--- config.mk ---
export PLATFORM = sky130hd
export DESIGN_NAME = pmu_bank
export DESIGN_NICKNAME = d
export VERILOG_FILES = /design/src/rtl/pmu_pkg.sv /design/src/rtl/pmu_ctrl_reg.sv /design/src/rtl/pmu_counter.sv /design/src/rtl/pmu_bank.sv
export SDC_FILE = /design/constraint.sdc
export NUM_CORES = 1
export LEC_CHECK = 0
export BUFFER_PORTS_ARGS = -buffer_cell sky130_fd_sc_hd__buf_2
export CORE_ASPECT_RATIO = 1.75
export CORE_MARGIN = 2
export CORE_UTILIZATION = 30
export CTS_CLUSTER_DIAMETER = 60
export DETAILED_ROUTE_END_ITERATION = 16
export GPL_ROUTABILITY_DRIVEN = 1
export PLACE_DENSITY = 0.49
export SLEW_MARGIN = 20
export SYNTH_ARGS = -nofsm -noshare
export SYNTH_HDL_FRONTEND = slang
export SYNTH_HIERARCHICAL = 1
export SYNTH_SLANG_ARGS = --single-unit
--- constraint.sdc ---
create_clock -name clk -period 3 [get_ports clk]
set_input_delay 0.6 -clock clk [delete_from_list [all_inputs] [get_ports clk]]
set_output_delay 0.6 -clock clk [all_outputs]
set_load 0.005 [all_outputs]
--- src/rtl/pmu_pkg.sv ---
package pmu_pkg;
    localparam int NPAIRS  = 4;
    localparam int CNT_W   = 32;
    localparam int SEL_W   = 4;
    localparam int NEVT    = 1 << SEL_W;
    localparam int IDX_W   = $clog2(NPAIRS);
    localparam int NCNT    = 2 * NPAIRS;

    // Control register field positions
    localparam int F_IDX   = 0;
    localparam int F_HI    = 4;
    localparam int F_LO    = 8;
    localparam int F_UEN   = 12;
    localparam int F_PEN   = 13;
    localparam int F_SRO   = 14;
    localparam int F_ORO   = 15;
    localparam int F_OVF   = 16;
    localparam int F_MAX   = 24;
    localparam int MAX_W   = 4;

    typedef struct packed {
        logic [IDX_W-1:0] idx;
        logic             en_user;
        logic             en_priv;
        logic             sel_ro;
        logic             ovf_ro;
        logic [NCNT-1:0]  ovf;
    } ctrl_state_t;

    function automatic logic [31:0] pack_ctrl(input ctrl_state_t s,
                                              input logic [SEL_W-1:0] hi,
                                              input logic [SEL_W-1:0] lo);
        logic [31:0] r;
        r = '0;
        r[F_IDX +: IDX_W] = s.idx;
        r[F_HI +: SEL_W]  = hi;
        r[F_LO +: SEL_W]  = lo;
        r[F_UEN]          = s.en_user;
        r[F_PEN]          = s.en_priv;
        r[F_SRO]          = s.sel_ro;
        r[F_ORO]          = s.ovf_ro;
        r[F_OVF +: NCNT]  = s.ovf;
        r[F_MAX +: MAX_W] = MAX_W'(NPAIRS - 1);
        return r;
    endfunction
endpackage

--- src/rtl/pmu_ctrl_reg.sv ---
module pmu_ctrl_reg
    import pmu_pkg::*;
(
    input  logic                        clk,
    input  logic                        rst,
    input  logic                        wr_en,
    input  logic [31:0]                 wdata,
    input  logic [NCNT-1:0]             wrap,
    output logic [IDX_W-1:0]            idx,
    output logic                        en_user,
    output logic                        en_priv,
    output logic [NPAIRS-1:0][SEL_W-1:0] sel_hi,
    output logic [NPAIRS-1:0][SEL_W-1:0] sel_lo,
    output logic [31:0]                 rdata
);
    ctrl_state_t      st;
    ctrl_state_t      wr_f;
    logic [NCNT-1:0]  ovf_next;
    logic             unused_wbits;

    assign unused_wbits = ^{wdata[31:F_OVF+NCNT], wdata[F_HI-1:F_IDX+IDX_W]};

    always_comb begin
        wr_f.idx     = wdata[F_IDX +: IDX_W];
        wr_f.en_user = wdata[F_UEN];
        wr_f.en_priv = wdata[F_PEN];
        wr_f.sel_ro  = wdata[F_SRO];
        wr_f.ovf_ro  = wdata[F_ORO];
        wr_f.ovf     = wdata[F_OVF +: NCNT];
    end

    // Wrap events set flags even in the cycle of an unprotected write.
    always_comb begin
        ovf_next = st.ovf;
        if (wr_en && !wr_f.ovf_ro)
            ovf_next = wr_f.ovf;
        ovf_next = ovf_next | wrap;
    end

    always_ff @(posedge clk) begin
        if (rst) begin
            st     <= '0;
            sel_hi <= '0;
            sel_lo <= '0;
        end else begin
            if (wr_en) begin
                st.idx     <= wr_f.idx;
                st.en_user <= wr_f.en_user;
                st.en_priv <= wr_f.en_priv;
                st.sel_ro  <= wr_f.sel_ro;
                st.ovf_ro  <= wr_f.ovf_ro;
                if (!wr_f.sel_ro) begin
                    sel_hi[wr_f.idx] <= wdata[F_HI +: SEL_W];
                    sel_lo[wr_f.idx] <= wdata[F_LO +: SEL_W];
                end
            end
            st.ovf <= ovf_next;
        end
    end

    assign idx     = st.idx;
    assign en_user = st.en_user;
    assign en_priv = st.en_priv;
    assign rdata   = pack_ctrl(st, sel_hi[st.idx], sel_lo[st.idx]);
endmodule

--- src/rtl/pmu_counter.sv ---
module pmu_counter
    import pmu_pkg::*;
#(
    parameter int CW = CNT_W,
    parameter int SW = SEL_W,
    parameter int NE = NEVT
) (
    input  logic          clk,
    input  logic          rst,
    input  logic [NE-1:0] events,
    input  logic [SW-1:0] sel,
    input  logic          count_en,
    input  logic          ld,
    input  logic [CW-1:0] ld_val,
    output logic [CW-1:0] value,
    output logic          wrap
);
    logic inc;

    assign inc  = count_en && (sel != '0) && events[sel];
    assign wrap = inc && !ld && (value == {CW{1'b1}});

    always_ff @(posedge clk) begin
        if (rst)
            value <= '0;
        else if (ld)
            value <= ld_val;
        else if (inc)
            value <= value + CW'(1);
    end
endmodule

--- src/rtl/pmu_bank.sv ---
module pmu_bank
    import pmu_pkg::*;
(
    input  logic                clk,
    input  logic                rst,
    input  logic                priv_mode,
    input  logic [NEVT-1:0]     events,
    input  logic                ctrl_wr_en,
    input  logic [31:0]         ctrl_wr_data,
    output logic [31:0]         ctrl_rd_data,
    input  logic                cnt_wr_en,
    input  logic [2*CNT_W-1:0]  cnt_wr_data,
    output logic [2*CNT_W-1:0]  cnt_rd_data
);
    logic [IDX_W-1:0]             idx;
    logic                         en_user;
    logic                         en_priv;
    logic                         count_en;
    logic [NPAIRS-1:0][SEL_W-1:0] sel_hi;
    logic [NPAIRS-1:0][SEL_W-1:0] sel_lo;
    logic [NCNT-1:0]              wrap;
    logic [NCNT-1:0][CNT_W-1:0]   cnt_val;

    pmu_ctrl_reg u_ctrl (
        .clk     (clk),
        .rst     (rst),
        .wr_en   (ctrl_wr_en),
        .wdata   (ctrl_wr_data),
        .wrap    (wrap),
        .idx     (idx),
        .en_user (en_user),
        .en_priv (en_priv),
        .sel_hi  (sel_hi),
        .sel_lo  (sel_lo),
        .rdata   (ctrl_rd_data)
    );

    assign count_en = priv_mode ? en_priv : en_user;

    // Counter c belongs to pair c/2; odd c is the upper half.
    for (genvar c = 0; c < NCNT; c++) begin : g_cnt
        localparam int PAIR = c / 2;
        localparam int HALF = c % 2;
        logic [SEL_W-1:0] sel;
        logic             ld;
        assign sel = (HALF == 1) ? sel_hi[PAIR] : sel_lo[PAIR];
        assign ld  = cnt_wr_en && (idx == IDX_W'(PAIR));
        pmu_counter u_cnt (
            .clk      (clk),
            .rst      (rst),
            .events   (events),
            .sel      (sel),
            .count_en (count_en),
            .ld       (ld),
            .ld_val   (cnt_wr_data[HALF*CNT_W +: CNT_W]),
            .value    (cnt_val[c]),
            .wrap     (wrap[c])
        );
    end

    assign cnt_rd_data = {cnt_val[{idx, 1'b1}], cnt_val[{idx, 1'b0}]};
endmodule

# --- Word-level counts from Yosys, hierarchy flattened ---
# Index checks and enable logic that the tools add are counted.
classes:
  n_eq_ne: 11
  addsub: 8
  n_bitwise: 2
  reduce_logical: 61
  muxes: 46
  magnitude_cmp: 13
ops:
  columns: ["op", "n"]
  rows:
  - ["32-bit two-way mux", 18]
  - ["32-bit by 1-bit adder with 32-bit output (second input constant)", 8]
  - ["32-bit == test (second input constant)", 8]
  - ["32-bit binary-select mux with 2-bit select", 2]
  - ["4-bit by 5-bit < comparator with 1-bit output (second input constant)", 8]
  - ["1-bit logical AND", 38]
  - ["1-bit binary-select mux with 4-bit select", 8]
  - ["16-bit bitwise mux", 2]
  - ["4-bit nonzero test", 8]
  - ["4-bit binary-select mux with 2-bit select", 2]
  - ["2-bit nonzero test", 8]
  - ["4-bit two-way mux", 3]
  - ["1-bit two-way mux", 9]
  - ["4-bit demux with 2-bit select", 1]
  - ["3-bit by 4-bit < comparator with 1-bit output (second input constant)", 2]
  - ["8-bit two-way mux", 1]
  - ["8-bit OR", 1]
  - ["2-bit by 3-bit < comparator with 1-bit output (second input constant)", 2]
  - ["1-bit logical NOT", 5]
  - ["2-bit == test (second input constant)", 2]
  - ["2-bit by 1-bit == test with 1-bit output (second input constant)", 1]
  - ["2-bit by 1-bit >= comparator with 1-bit output (second input constant)", 1]
  - ["2-bit logical NOT", 1]
  - ["2-bit AND reduction", 1]
  - ["1-bit inverter", 1]
totals:
  ff_bits: 302
  in_bits: 117
  output_inout_bits: 96
  elab_cells: 163

# --- Depth between registers and ports, before layout ---
# Gate-level depths: netlist (run 1).
logic_depth:
  depth_word: 6
  mapped_depth: 10
  mapped_depth_nobuf: 8

# --- Cells and area by module ---
# The synthesis (run 1) kept the hierarchy.
modules_own_cells:
  columns: ["module", "instances", "cells_each", "area_per_inst_um2"]
  rows:
  - ["pmu_counter", 8, 287, 2388.5]
  - ["pmu_ctrl_reg", 1, 201, 2182.1]
  - ["pmu_bank", 1, 85, 1617.8]

# --- Worst setup path after synthesis (run 1) ---
# Ideal clock, no wire load.
synth_path:
  path_type: "input port to flip-flop"
  startpoint: "input events[15]"
  endpoint: "register u_ctrl.st, in the netlist u_ctrl/rdata[16]"
  n_path_buf: 1
  slack_ns: 0.409
  arrival_time_ns: 2.506
  setup_time_ns: 0.086
  cell_stages: 8
  path_cell_list: "mux2i_1 -> mux4_2 -> a2111oi_4 -> buf_6 -> nand4_1 -> nor3b_1 -> nor4b_1 -> a211oi_1"
synth_via:
  elab_chain_cells: 6
synth_rtl:
  columns: ["item", "line_no", "source"]
  rows:
  - ["start, declared", "pmu_bank.sv:7", "input logic [NEVT-1:0] events,"]
  - ["1-bit binary-select mux with 4-bit select", "pmu_counter.sv:20", "assign inc = count_en && (sel != '0) && events[sel];"]
  - ["1-bit two-way mux (implied by the code)", "pmu_counter.sv:20", null]
  - ["1-bit logical AND", "pmu_counter.sv:20", null]
  - ["1-bit logical AND (2 in series)", "pmu_counter.sv:21", "assign wrap = inc && !ld && (value == {CW{1'b1}});"]
  - ["via wrap[0]", "pmu_bank.sv:21", "logic [NCNT-1:0] wrap;"]
  - ["8-bit OR", "pmu_ctrl_reg.sv:37", "ovf_next = ovf_next | wrap;"]
  - ["end, declared", "pmu_ctrl_reg.sv:16", "ctrl_state_t st;"]
# The timed path passes the listed nets, and every way through them passes these cells. The select of a mux whose other input is x is not followed.
# A chain may end at the register's enable or synchronous reset.

# --- Worst setup path in the final report (run 1) ---
layout_path:
  startpoint: "register u_ctrl/sel_lo[14] in the netlist's numbering"
  endpoint: "register g_cnt[6].u_cnt.value[7]"
layout_via:
  elab_chain_cells: 4
layout_rtl:
  columns: ["item", "line_no", "source"]
  rows:
  - ["start, declared", "pmu_ctrl_reg.sv:13", "output logic [NPAIRS-1:0][SEL_W-1:0] sel_lo,"]
  - ["start signal, assigned by index", "pmu_ctrl_reg.sv:54", "sel_lo[wr_f.idx] <= wdata[F_LO +: SEL_W];"]
  - ["1-bit binary-select mux with 4-bit select / 4-bit nonzero test (equally long branches)", "pmu_counter.sv:20", null]
  - ["1-bit two-way mux (implied by the code) / 1-bit logical AND (equally long branches)", "pmu_counter.sv:20", null]
  - ["1-bit logical AND (*)", "pmu_counter.sv:20", null]
  - ["2-bit nonzero test (no source line) (*)", null, null]
  - ["end signal, assigned", "pmu_counter.sv:27", "value <= ld_val;"]
  - ["end signal, assigned", "pmu_counter.sv:29", "value <= value + CW'(1);"]
  - ["end, declared", "pmu_counter.sv:15", "output logic [CW-1:0] value,"]
# Every way passes the cells marked *; elsewhere a longest branch is shown, timed or not. The select of a mux whose other input is x is not followed.

==> results of run 1 <==
==> power by group through the flow <==
| stage | clock network (mW) | logic [mW] | registers, mW |
|---|---|---|---|
| floorplan | 0 | 1.38 | 4.74 |
| global placement | 0 | 1.96 | 4.94 |
| detailed placement | 0 | 2.04 | 4.97 |
| CTS | 5.22 | 2.04 | 4.88 |
| global route | 5.36 | 2.23 | 4.95 |
| finish | 5.09 | 2.06 | 4.89 |
==> metrics by stage <==
stage / std cells / hold WS, ns / setup TNS (ns) / instance area [sq um]
finish: 3826 / 0.281 / 0 / 27000
global placement: 3752 / 0.477 / -0.515 / 25600
floorplan: 2590 / 0.464 / 0 / 22900
detailed placement: 3752 / 0.483 / -0.662 / 25600
global route: 3826 / 0.268 / 0 / 27000
CTS: 3824 / 0.240 / 0 / 26900
==> worst max-delay path: cells and delay by family, from the launching register on <==
| kind | cells | cell delay, ns |
|---|---|---|
| AOI/OAI and AO/OA | 2 | 0.90 |
| DFF | 1 | 0.58 |
| buffers and inverters | 2 | 0.45 |
| xor gates and xnor gates | 1 | 0.12 |
| muxes | 2 | 0.71 |
==> cells by family (layout without fill, tap and decap cells) <==
family | count (synthesis) | count (layout) | synth area share (%)
other | 2 | 11 | 0.0328
AOI/OAI and AO/OA | 536 | 536 | 21.5
muxes | 271 | 271 | 16.4
DFF | 302 | 302 | 26.4
and+or+nand+nor | 1097 | 1097 | 26.9
xor gates and xnor gates | 48 | 48 | 1.84
adders and majority gates | 8 | 8 | 0.437
buffers and inverters | 318 | 533 | 6.51
==> worst max path at each step <==
stage,startpoint,cells past startpoint,end
4_1_cts,u_ctrl/idx[0]$_SDFFE_PP0P_,3,cnt_rd_data[63]
6_report,u_ctrl/sel_lo[14]$_SDFFE_PP0P_,7,g_cnt[6].u_cnt/value[7]$_SDFFE_PP0P_
5_1_grt,u_ctrl/sel_hi[2]$_SDFFE_PP0P_,7,g_cnt[1].u_cnt/value[10]$_SDFFE_PP0P_
2_1_floorplan,events[15],8,u_ctrl/rdata[16]$_SDFF_PP0_
3_5_place_dp,events[6],9,u_ctrl/rdata[19]$_SDFF_PP0_
3_3_place_gp,events[15],9,u_ctrl/rdata[19]$_SDFF_PP0_
==> placed cells by master (no fill, tap or decap), types with 48 or more instances in the layout <==
cell / n
mux4_2: 80
mux2i_1: 158
nand2_1: 272
nor2_1: 142
nand3_1: 72
buf_4: 159
o211ai_1: 88
a211oi_1: 48
dfxtp_1: 297
nor4_1: 80
and4_1: 56
and3_1: 72
nand4_1: 112
a311oi_1: 48
nor3b_1: 102
inv_1: 96
buf_2: 190
xnor2_1: 48
a31o_2: 48
==> final cells by class <==
type                            instances  area share (%)
Timing Repair Buffer                  367            9.29
Clock inverter                         13           0.663
Clock buffer                           57            4.32
Tap cell                             1020            4.73
Sequential cell                       302            22.5
Multi-Input combinational cell       1970            57.2
Antenna cell                            1         0.00928
Inverter                               96            1.34
==> state kept, by name (all words and copies together) (netlist names) <==
register           cells
u_ctrl/en_priv         1
u_ctrl/idx             2
u_ctrl/rdata          10
g_cnt.u_cnt/value    256
u_ctrl/sel_lo         16
u_ctrl/sel_hi         16
u_ctrl/en_user         1
==> layer usage <==
layer | share of wire (%) | GRT usage, % | vias to the layer above
li1 | - | - | 10400
met2 | 53 | 40.6 | 778
met4 | 6.6 | 13.5 | 2
met5 | 0.015 | 0 | -
met3 | 4.6 | 2.59 | 254
met1 | 36 | 22.7 | 10900
==> cells in the mapped netlist (56+ instances only) <==
master | count | share of area, %
nor2_1 | 142 | 2.3
and3_1 | 73 | 2.0
dfxtp_1 | 302 | 26
clkbuf_1 | 155 | 2.5
o211ai_1 | 88 | 2.9
nor3b_1 | 105 | 3.4
mux2i_1 | 158 | 6.9
nand3_1 | 72 | 1.6
nand2_1 | 272 | 4.5
nor4_1 | 80 | 2.2
inv_1 | 96 | 1.6
nand4_1 | 112 | 3.1
and4_1 | 56 | 2.1
mux4_2 | 80 | 7.9
==> repair_timing <==
action | 4_1_cts | 5_1_grt
gates cloned | 0 | 0
buffers inserted | 2 | 1
pin swaps | 1 | 0
hold endpoints to repair | 0 | 0
resized for setup | 1 | 4
hold buffers | 0 | 0
setup endpoints to repair | 1 | 36
==> impl_metrics.csv, run 1 <==
group,metric,value,unit
finish,syn_to_final_growth,17.8,%
power_and_ir_drop,max-vdd-ir-drop,406,uV
power_and_ir_drop,power_frac_seq,40.6,%
timing,setup_viol,0,
route,avgViaCountPerCell,5.83,
setup_path,rr_endpoint,"g_cnt[6].u_cnt/value[7]$_SDFFE_PP0P_",
power_and_ir_drop,power_frac_comb,17.1,%
die,ioPinCount,213,
power_and_ir_drop,p_leak,8.81,nW
clock_network,clock_sinks,302,
yosys,synth.distinct_cells,59,
route,routed_wl,87.1,mm
job,maxCapViolCount,0,
place,place.gp.congestion,0.892,
yosys,async_reset_ff_share,0,%
die,fp.dieW,213,um
yosys,synth.avg_cell_area,8.87,sq um
timing,max_slew.worst_pin.slew,0.885,ns
route,wl_per_cell,22.8,um
hold_path,hp-class,"input pin to flip-flop",
finish,fin_util,35.5,%
hold_path,hold_path_end,"u_ctrl/en_priv$_SDFFE_PP0P_",
clock_network,cts_max_level,2,
grt,grt_max_degree,124,
finish,multi_input_area,0.0154,sq mm
place,place_hpwl,67.4,mm
setup_path,r2r_start,"u_ctrl/sel_lo[14]$_SDFFE_PP0P_",
power_and_ir_drop,powerDensity,446,mW/mm^2
finish,drive_gt1_share,24.9,%
route,antenna_left,0,
finish,final-seq-area,0.00606,sq mm
power_and_ir_drop,power_switching_share,30.4,%
setup_path,worstPathCellList,"mux2i_1 -> mux4_2 -> buf_4 -> a2111oi_0 -> buf_4 -> xnor2_1 -> o21ai_0",
grt,antenna_found_initial,4,
power_and_ir_drop,switchingPower,3.66,mW
timing,min_period,2.88,ns
yosys,synth_ff_type,"dfxtp_1",
clock_network,cts-buffers-inserted,39,
power_and_ir_drop,p_int,8.38,mW
setup_path,critPathMaxStageDelay,0.81,ns
timing,hold_viol_final,0,
setup_path,cp.arrival,3.32,ns
place,numPortBuffers,191,
timing,max_freq,0.347,GHz
finish,nFillCells,7829,
route,dr.first_iter.drc_count,1439,
setup_path,r2r_setup_slack,0.12,ns
clock_network,root_buffer,"clkbuf_16",
finish,final_nets,2901,
clock_network,cts_tree,"yes",
grt,grt_pass1_wl,132,mm
route,dr.pass1.iters,5,
setup_path,crit_path_end_kind,"flip-flop",
power_and_ir_drop,power,12.0,mW
setup_path,cp-start-kind,"flip-flop",
die,fp.coreArea,0.0760,sq mm
route,drcViolationCount,0,
yosys,syn_inst,2582,
clock_network,clock_path_buffers,3,
yosys,yosysWarnings,6,
clock_network,path_clk_slew,0.06,ns
place,pre_cts_slack,-0.433,ns
setup_path,path_common_cell,"buf_4",
timing,finClkSkew,0.0232,ns
timing,rsz0062_at_grt,"no",
setup_path,critical_path_class,"flip-flop to flip-flop",
die,fp-row-count,134,
die,die_h,370,um
yosys,synth_edf_count,0,
setup_path,reg2reg_depth,7,
route,route.vias.total,22300,
die,die_area,0.0787,sq mm
timing,drv_slew,0,
setup_path,path_max_fanout,10,
power_and_ir_drop,pwr-share-clk,42.3,%
timing,timing.final.ws_setup,0.122,ns
grt,track_usage,21.7,%
grt,gr-total-overflow,0,
grt,grt_pass1_vias,22400,
setup_path,slowest_stage,"a2111oi_0",
die,start_util,30.2,%
yosys,yosysSeqAreaShare,26.4,%
setup_path,cp.required,3.44,ns
yosys,ys_ff_latch,302,
clock_network,clk_latency,0.58,ns
timing,slew_headroom,39.5,%
hold_path,whs_path_depth,3,
yosys,syn_area,0.0229,sq mm
timing,fin_crit_sh,95.9,%
run_status,status,"finished, final reports clean",
hold_path,worstHoldStart,"ctrl_wr_data[13]",
(Power assumes the default switching activity.)
==> run 2, diff against run 1 <==
--- a/config.mk
+++ b/config.mk
@@ -5,6 +5,7 @@
 export SDC_FILE = /design/constraint.sdc
 export NUM_CORES = 1
 export LEC_CHECK = 0
+export ABC_AREA = 1
 export BUFFER_PORTS_ARGS = -buffer_cell sky130_fd_sc_hd__buf_2
 export CORE_ASPECT_RATIO = 1.75
 export CORE_MARGIN = 2
==> run 2 against run 1 <==
Against the previous run:
- clock-buffer cell count decreased by 3
- setup slack better by 0.076 ns
- hold slack lost 0.045 ns
- synthesized cell count grew 91%
- critical path type is now flip-flop to output port
- clock skew is 0.0049 ns higher
==> impl_metrics.csv, run 2 <==
group,metric,value,unit
route,drcViolationCount,0,
setup_path,cp-start-kind,"flip-flop",
yosys,synth.avg_cell_area,5.38,sq um
timing,rsz0062_at_grt,"no",
run_status,status,"finished, final reports clean",
hold_path,hp-class,"input pin to flip-flop",
place,numPortBuffers,192,
finish,final_common_cell,"nand2_1",
route,wl_per_cell,20.5,um
yosys,synth_top_cell_by_area,"nand2_1",
clock_network,clock_sinks,302,
finish,nFillCells,10300,
power_and_ir_drop,powerDensity,375,mW/mm^2
finish,fin_util,34.0,%
setup_path,path_max_fanout,54,
die,fp.dieW,229,um
yosys,synth.distinct_cells,36,
setup_path,worstSetupStartpoint,"u_ctrl/idx[0]$_SDFFE_PP0P_",
finish,finalNonFillerCells,6246,
finish,final_cell_mix,"nand2_1, nand3_1, nor2_1",
grt,track_usage,27.1,%
clock_network,cts_tree,"yes",
timing,fin_tns_setup,0,ns
hold_path,worstHoldStart,"ctrl_wr_data[12]",
setup_path,critPathMaxStageDelay,0.42,ns
route,wl_met3,6.48,mm
setup_path,r2r_setup_slack,0.20,ns
setup_path,cp.required,2.40,ns
setup_path,endpoint,"cnt_rd_data[46]",
grt,gr-total-overflow,0,
setup_path,worstPathCellList,"inv_4 -> buf_6 -> nand2_1 -> nand2_1 -> nand2_1 -> nand2_1 -> buf_2",
yosys,synth.top_cells.by_count,"nand2_1, nand3_1, nor2_1",
finish,largest_reg_flops,256,
setup_path,critical_path_class,"flip-flop to output port",
clock_network,clock_path_buffers,3,
job,maxCapViolCount,0,
clock_network,cts_max_level,2,
place,place_inst,6163,
yosys,syn_inst,4939,
yosys,syn_area,0.0266,sq mm
place,place_hpwl,96.1,mm
finish,top_regs,"g_cnt.u_cnt/value x256, u_ctrl/sel_hi x16, u_ctrl/sel_lo x16",
grt,grt_pass1_wl,187,mm
clock_network,path_clk_slew,0.06,ns
power_and_ir_drop,p_leak,12.3,nW
die,die_h,398,um
die,die_area,0.0910,sq mm
grt,antenna_found_initial,6,
die,fp-row-count,144,
setup_path,reg2reg_depth,11,
route,dr.first_iter.drc_count,2223,
route,met2WireLength,65.0,mm
timing,drv_slew,0,
timing,finClkSkew,0.0281,ns
timing,max_slew.worst_pin.slew,0.981,ns
timing,min_period,2.80,ns
die,start_util,30.2,%
finish,syn_to_final_growth,12.6,%
finish,final_nets,5165,
clock_network,root_buffer,"clkbuf_16",
setup_path,rr_endpoint,"u_ctrl/rdata[21]$_SDFF_PP0_",
setup_path,crit_path_end_kind,"output port",
finish,drive_gt1_share,10.0,%
timing,setup_viol,0,
setup_path,path_common_cell,"nand2_1",
die,fp.coreArea,0.0879,sq mm
yosys,yosysWarnings,6,
timing,fin_crit_sh,93.4,%
route,avgViaCountPerCell,5.07,
timing,max_freq,0.357,GHz
setup_path,slowest_stage,"dfxtp_4",
grt,grt_max_degree,91,
timing,hold_viol_final,0,
route,antenna_left,0,
yosys,synth_ff_type,"dfxtp_1",
yosys,yosysSeqAreaShare,22.8,%
timing,slew_headroom,34.3,%
finish,top_register,"g_cnt.u_cnt/value",
yosys,ys_ff_latch,302,
route,routed_wl,128,mm
yosys,synth_edf_count,0,
yosys,synth_top_area_share,33.4,%
route,dr.pass1.iters,6,
power_and_ir_drop,max-vdd-ir-drop,363,uV
grt,grt_pass1_vias,29800,
yosys,async_reset_ff_share,0,%
setup_path,cp.arrival,2.20,ns
clock_network,clk_latency,0.60,ns
place,place.gp.congestion,1.02,
route,route.vias.total,31700,
yosys,synth_most_common_cell,"nand2_1",
yosys,synth.top_cells.by_area,"nand2_1, dfxtp_1, nand3_1, nor2_1, a21oi_1",
clock_network,post_cts_buffers,0,
setup_path,r2r_start,"g_cnt[5].u_cnt/value[0]$_SDFFE_PP0P_",
route,drt-met1-wl,44.5,mm
route,top_layer_used,"met4",
die,ioPinCount,213,
clock_network,cts-buffers-inserted,42,
run 2: worst min-delay path by stage:
stage,endpoint,slack (ns),cells past startpoint
2_1_floorplan,u_ctrl/en_priv$_SDFFE_PP0P_,0.49,2
3_3_place_gp,g_cnt[0].u_cnt/value[31]$_SDFFE_PP0P_,0.51,2
3_5_place_dp,g_cnt[0].u_cnt/value[31]$_SDFFE_PP0P_,0.51,2
4_1_cts,u_ctrl/en_user$_SDFFE_PP0P_,0.20,3
5_1_grt,u_ctrl/en_priv$_SDFFE_PP0P_,0.26,3
6_report,u_ctrl/en_user$_SDFFE_PP0P_,0.24,3
run 2: stage by stage:
stage               hold WS [ns]  power, mW  setup WS [ns]  instance area, sq um
floorplan                  0.486       5.28          0.933                 26600
global placement           0.506       5.89          0.164                 28400
detailed placement         0.511       5.90          0.112                 28400
CTS                        0.200       11.3         0.0489                 29900
global route               0.258       11.7         0.0646                 29900
finish                     0.236       11.2          0.198                 29900
run 2: critical path: cells and delay by family, from the launching register on:
family / cells / cell delay (ns)
buffers and inverters: 3 / 0.67
DFF: 1 / 0.42
and+or+nand+nor: 4 / 0.47
run 2: kinds of logic after synthesis:
| family | count (synthesis) | synth area share, % |
|---|---|---|
| XOR/XNOR | 56 | 1.85 |
| other | 2 | 0.0283 |
| multiplexers | 8 | 0.301 |
| AO/OA/AOI/OAI | 473 | 9.56 |
| adder cells (fa/ha/maj) | 8 | 0.377 |
| AND/OR/NAND/NOR | 3570 | 55.5 |
| buffers and inverters | 520 | 9.59 |
| flip-flops | 302 | 22.8 |
run 2: area by class of cell:
type | count | area [sq um] | area share (%)
multi-input combinational | 4125 | 18000 | 60.3
antenna | 5 | 12.5 | 0.0418
sequential | 302 | 6050 | 20.2
inverter | 284 | 1110 | 3.71
clock inverter | 23 | 238 | 0.795
tap | 1168 | 1460 | 4.89
timing repair buffer | 285 | 1810 | 6.05
clock buffer | 54 | 1200 | 4.00
run 2: where the power goes:
group	switching, mW	internal [mW]	total (mW)	leakage, nW
Combinational	1.13	0.450	1.58	9.11
Sequential	0.158	4.10	4.26	2.44
Clock	2.27	3.10	5.38	0.693
Total	3.56	7.65	11.2	12.3
run 2: metal layers:
layer,up-vias,GRT usage [%]
li1,15800,-
met1,14400,27.0
met2,1111,50.3
met3,419,3.52
met4,0,22.1
met5,-,0
run 2: timing repair:
| item | 4_1_cts | 5_1_grt |
|---|---|---|
| setup endpoints to repair | 0 | 12 |
| hold buffers | 0 | 0 |
| endpoints found under the hold margin | 0 | 0 |
| resized for setup | 0 | 2 |
==> run 3, diff against run 2 <==
==> constraint.sdc (replaced) <==
create_clock -name clk -period 2.8 [get_ports clk]
set_input_delay 0.56 -clock clk [delete_from_list [all_inputs] [get_ports clk]]
set_output_delay 0.56 -clock clk [all_outputs]
set_load 0.005 [all_outputs]
==> run 3 against run 2 <==
Against the previous run:
- via count up 0.64%
- sequential power increased by 7.0%
- combinational power up 8%
- routed wire length is 0.61% higher
- first-iteration DRC count grew 8.5%
- critical path type unchanged
==> impl_metrics.csv, run 3 (synthesis results as in run 2) <==
group,metric,value,unit
grt,grt_pass1_wl,187,mm
grt,grt_max_degree,83,
timing,hold_viol_final,0,
route,dr.first_iter.drc_count,2413,
timing,min_period,2.70,ns
timing,fin_crit_sh,96.4,%
timing,max_slew.worst_pin.slew,1.02,ns
die,die_area,0.0910,sq mm
setup_path,rr_endpoint,"u_ctrl/rdata[22]$_SDFF_PP0_",
setup_path,cp-start-kind,"flip-flop",
die,fp-row-count,144,
route,routed_wl,129,mm
route,wl_met3,6.50,mm
power_and_ir_drop,p_leak,12.4,nW
timing,slew_headroom,31.7,%
hold_path,hold_path_end,"u_ctrl/en_user$_SDFFE_PP0P_",
timing,drv_slew,0,
timing,finClkSkew,0.0350,ns
route,dr.pass1.iters,5,
route,drt-met1-wl,44.6,mm
finish,final_common_cell,"nand2_1",
setup_path,crit_buf_inv,3,
hold_path,hp-class,"input pin to flip-flop",
finish,top_register,"g_cnt.u_cnt/value",
timing,fin_tns_setup,0,ns
clock_network,clk_latency,0.60,ns
timing,rsz0062_at_grt,"no",
setup_path,cp.required,2.24,ns
finish,final_nets,5185,
finish,drive_gt1_share,10.3,%
setup_path,critical_path_class,"flip-flop to output port",
place,place.gp.congestion,1.07,
setup_path,critPathMaxStageDelay,0.44,ns
timing,setup_viol,0,
power_and_ir_drop,powerDensity,401,mW/mm^2
clock_network,postCtsHoldBufs,0,
die,start_util,30.2,%
clock_network,root_buffer,"clkbuf_16",
grt,gr-total-overflow,0,
setup_path,path_max_fanout,34,
setup_path,worstPathCellList,"inv_6 -> buf_8 -> nand2_1 -> nand2_1 -> nand2_1 -> nand2_1 -> buf_2",
setup_path,cp_top_family,"buffers and inverters",
route,route.vias.total,31900,
timing,max_freq,0.371,GHz
finish,final_cell_mix,"nand2_1, nand3_1, nor2_1",
setup_path,path_common_cell,"nand2_1",
clock_network,clock_sinks,302,
die,ioPinCount,213,
route,antenna_left,0,
route,top_layer_used,"met5",
clock_network,path_clk_slew,0.06,ns
power_and_ir_drop,power,12.1,mW
route,avgViaCountPerCell,5.09,
grt,grt_pass1_vias,29800,
grt,antenna_found_initial,9,
job,maxCapViolCount,0,
power_and_ir_drop,max-vdd-ir-drop,369,uV
route,met2WireLength,65.3,mm
setup_path,r2r_setup_slack,0.17,ns
finish,syn_to_final_growth,13.6,%
finish,largest_reg_flops,256,
die,fp.dieW,229,um
setup_path,crit_path_end_kind,"output port",
setup_path,r2r_start,"g_cnt[6].u_cnt/value[0]$_SDFFE_PP0P_",
die,die_h,398,um
hold_path,worstHoldStart,"ctrl_wr_data[12]",
run_status,status,"finished, final reports clean",
die,fp.coreArea,0.0879,sq mm
setup_path,slowest_stage,"dfxtp_4",
place,numPortBuffers,192,
route,wl_per_cell,20.5,um
grt,track_usage,27.3,%
clock_network,cts_max_level,2,
clock_network,cts-buffers-inserted,39,
setup_path,reg2reg_depth,12,
finish,top_regs,"g_cnt.u_cnt/value x256, u_ctrl/sel_hi x16, u_ctrl/sel_lo x16",
clock_network,cts_tree,"yes",
place,place_hpwl,96.7,mm
clock_network,clock_path_buffers,3,
setup_path,cp.arrival,2.14,ns
hold_path,whs_path_depth,3,
route,drcViolationCount,0,
[run 3: how the worst max path moves through the flow]
stage | startpoint | end | slack (ns) | cells after the start
floorplan | u_ctrl/idx[0]$_SDFFE_PP0P_ | g_cnt[6].u_cnt/value[15]$_SDFFE_PP0P_ | 0.77 | 12
global placement | cnt_wr_en | g_cnt[5].u_cnt/value[16]$_SDFFE_PP0P_ | 0.02 | 9
detailed placement | cnt_wr_en | g_cnt[5].u_cnt/value[16]$_SDFFE_PP0P_ | 0.006 | 9
CTS | u_ctrl/idx[0]$_SDFFE_PP0P_ | cnt_rd_data[51] | 0.02 | 7
global route | g_cnt[6].u_cnt/value[0]$_SDFFE_PP0P_ | u_ctrl/rdata[22]$_SDFF_PP0_ | 0.002 | 12
finish | u_ctrl/idx[0]$_SDFFE_PP0P_ | cnt_rd_data[29] | 0.10 | 7
[run 3: what timing repair did]
action | in CTS | in global routing
endpoints found under the setup margin | 1 | 17
gates cloned | 0 | 1
setup buffers | 0 | 1
resized for setup | 2 | 5
[run 3: worst register-to-register path, cell delays in order, from the launching register on]
cell     delay, ns
dfxtp_1       0.43
ha_1          0.30
nand3_1       0.20
inv_1         0.21
nand3_1       0.22
nor2_1        0.19
nand2_1       0.07
nor3_1        0.54
buf_4         0.22
inv_1         0.04
nand2_1       0.05
nor2_1        0.04
nor2_1        0.08
[run 3: through the flow]
step | area [sq um] | util (%) | cells | setup WS (ns) | hold slack [ns]
final | 30200 | 34.3 | 6266 | 0.102 | 0.212
after detailed placement | 28700 | 32.6 | 6185 | 0.00640 | 0.508
after global placement | 28700 | 32.6 | 6185 | 0.0247 | 0.505
after CTS | 30100 | 34.2 | 6257 | 0.0189 | 0.173
after floorplan | 26600 | - | 4947 | 0.766 | 0.486
after global routing | 30200 | 34.3 | 6266 | 0.00165 | 0.196
[run 3: layout make-up]
| type | instances | area (sq um) |
|---|---|---|
| Fill cell | 10200 | 57800 |
| Multi-Input combinational cell | 4125 | 18000 |
| Sequential cell | 302 | 6050 |
| Timing Repair Buffer | 308 | 2060 |
| Tap cell | 1168 | 1460 |
| Inverter | 284 | 1110 |
| Clock buffer | 52 | 1100 |
| Clock inverter | 20 | 342 |
| Antenna cell | 7 | 17.5 |
[run 3: metal layers]
metal / vias to the layer above / global-route usage, %
met5: - / 0
met4: 2 / 22.4
met3: 427 / 3.52
met2: 1164 / 50.7
met1: 14500 / 26.9
li1: 15800 / -
[run 3: where the power goes]
part | switching, mW | internal, mW
Combinational | 1.21 | 0.503
Sequential | 0.171 | 4.39
Clock | 2.32 | 3.52
Total | 3.69 | 8.42
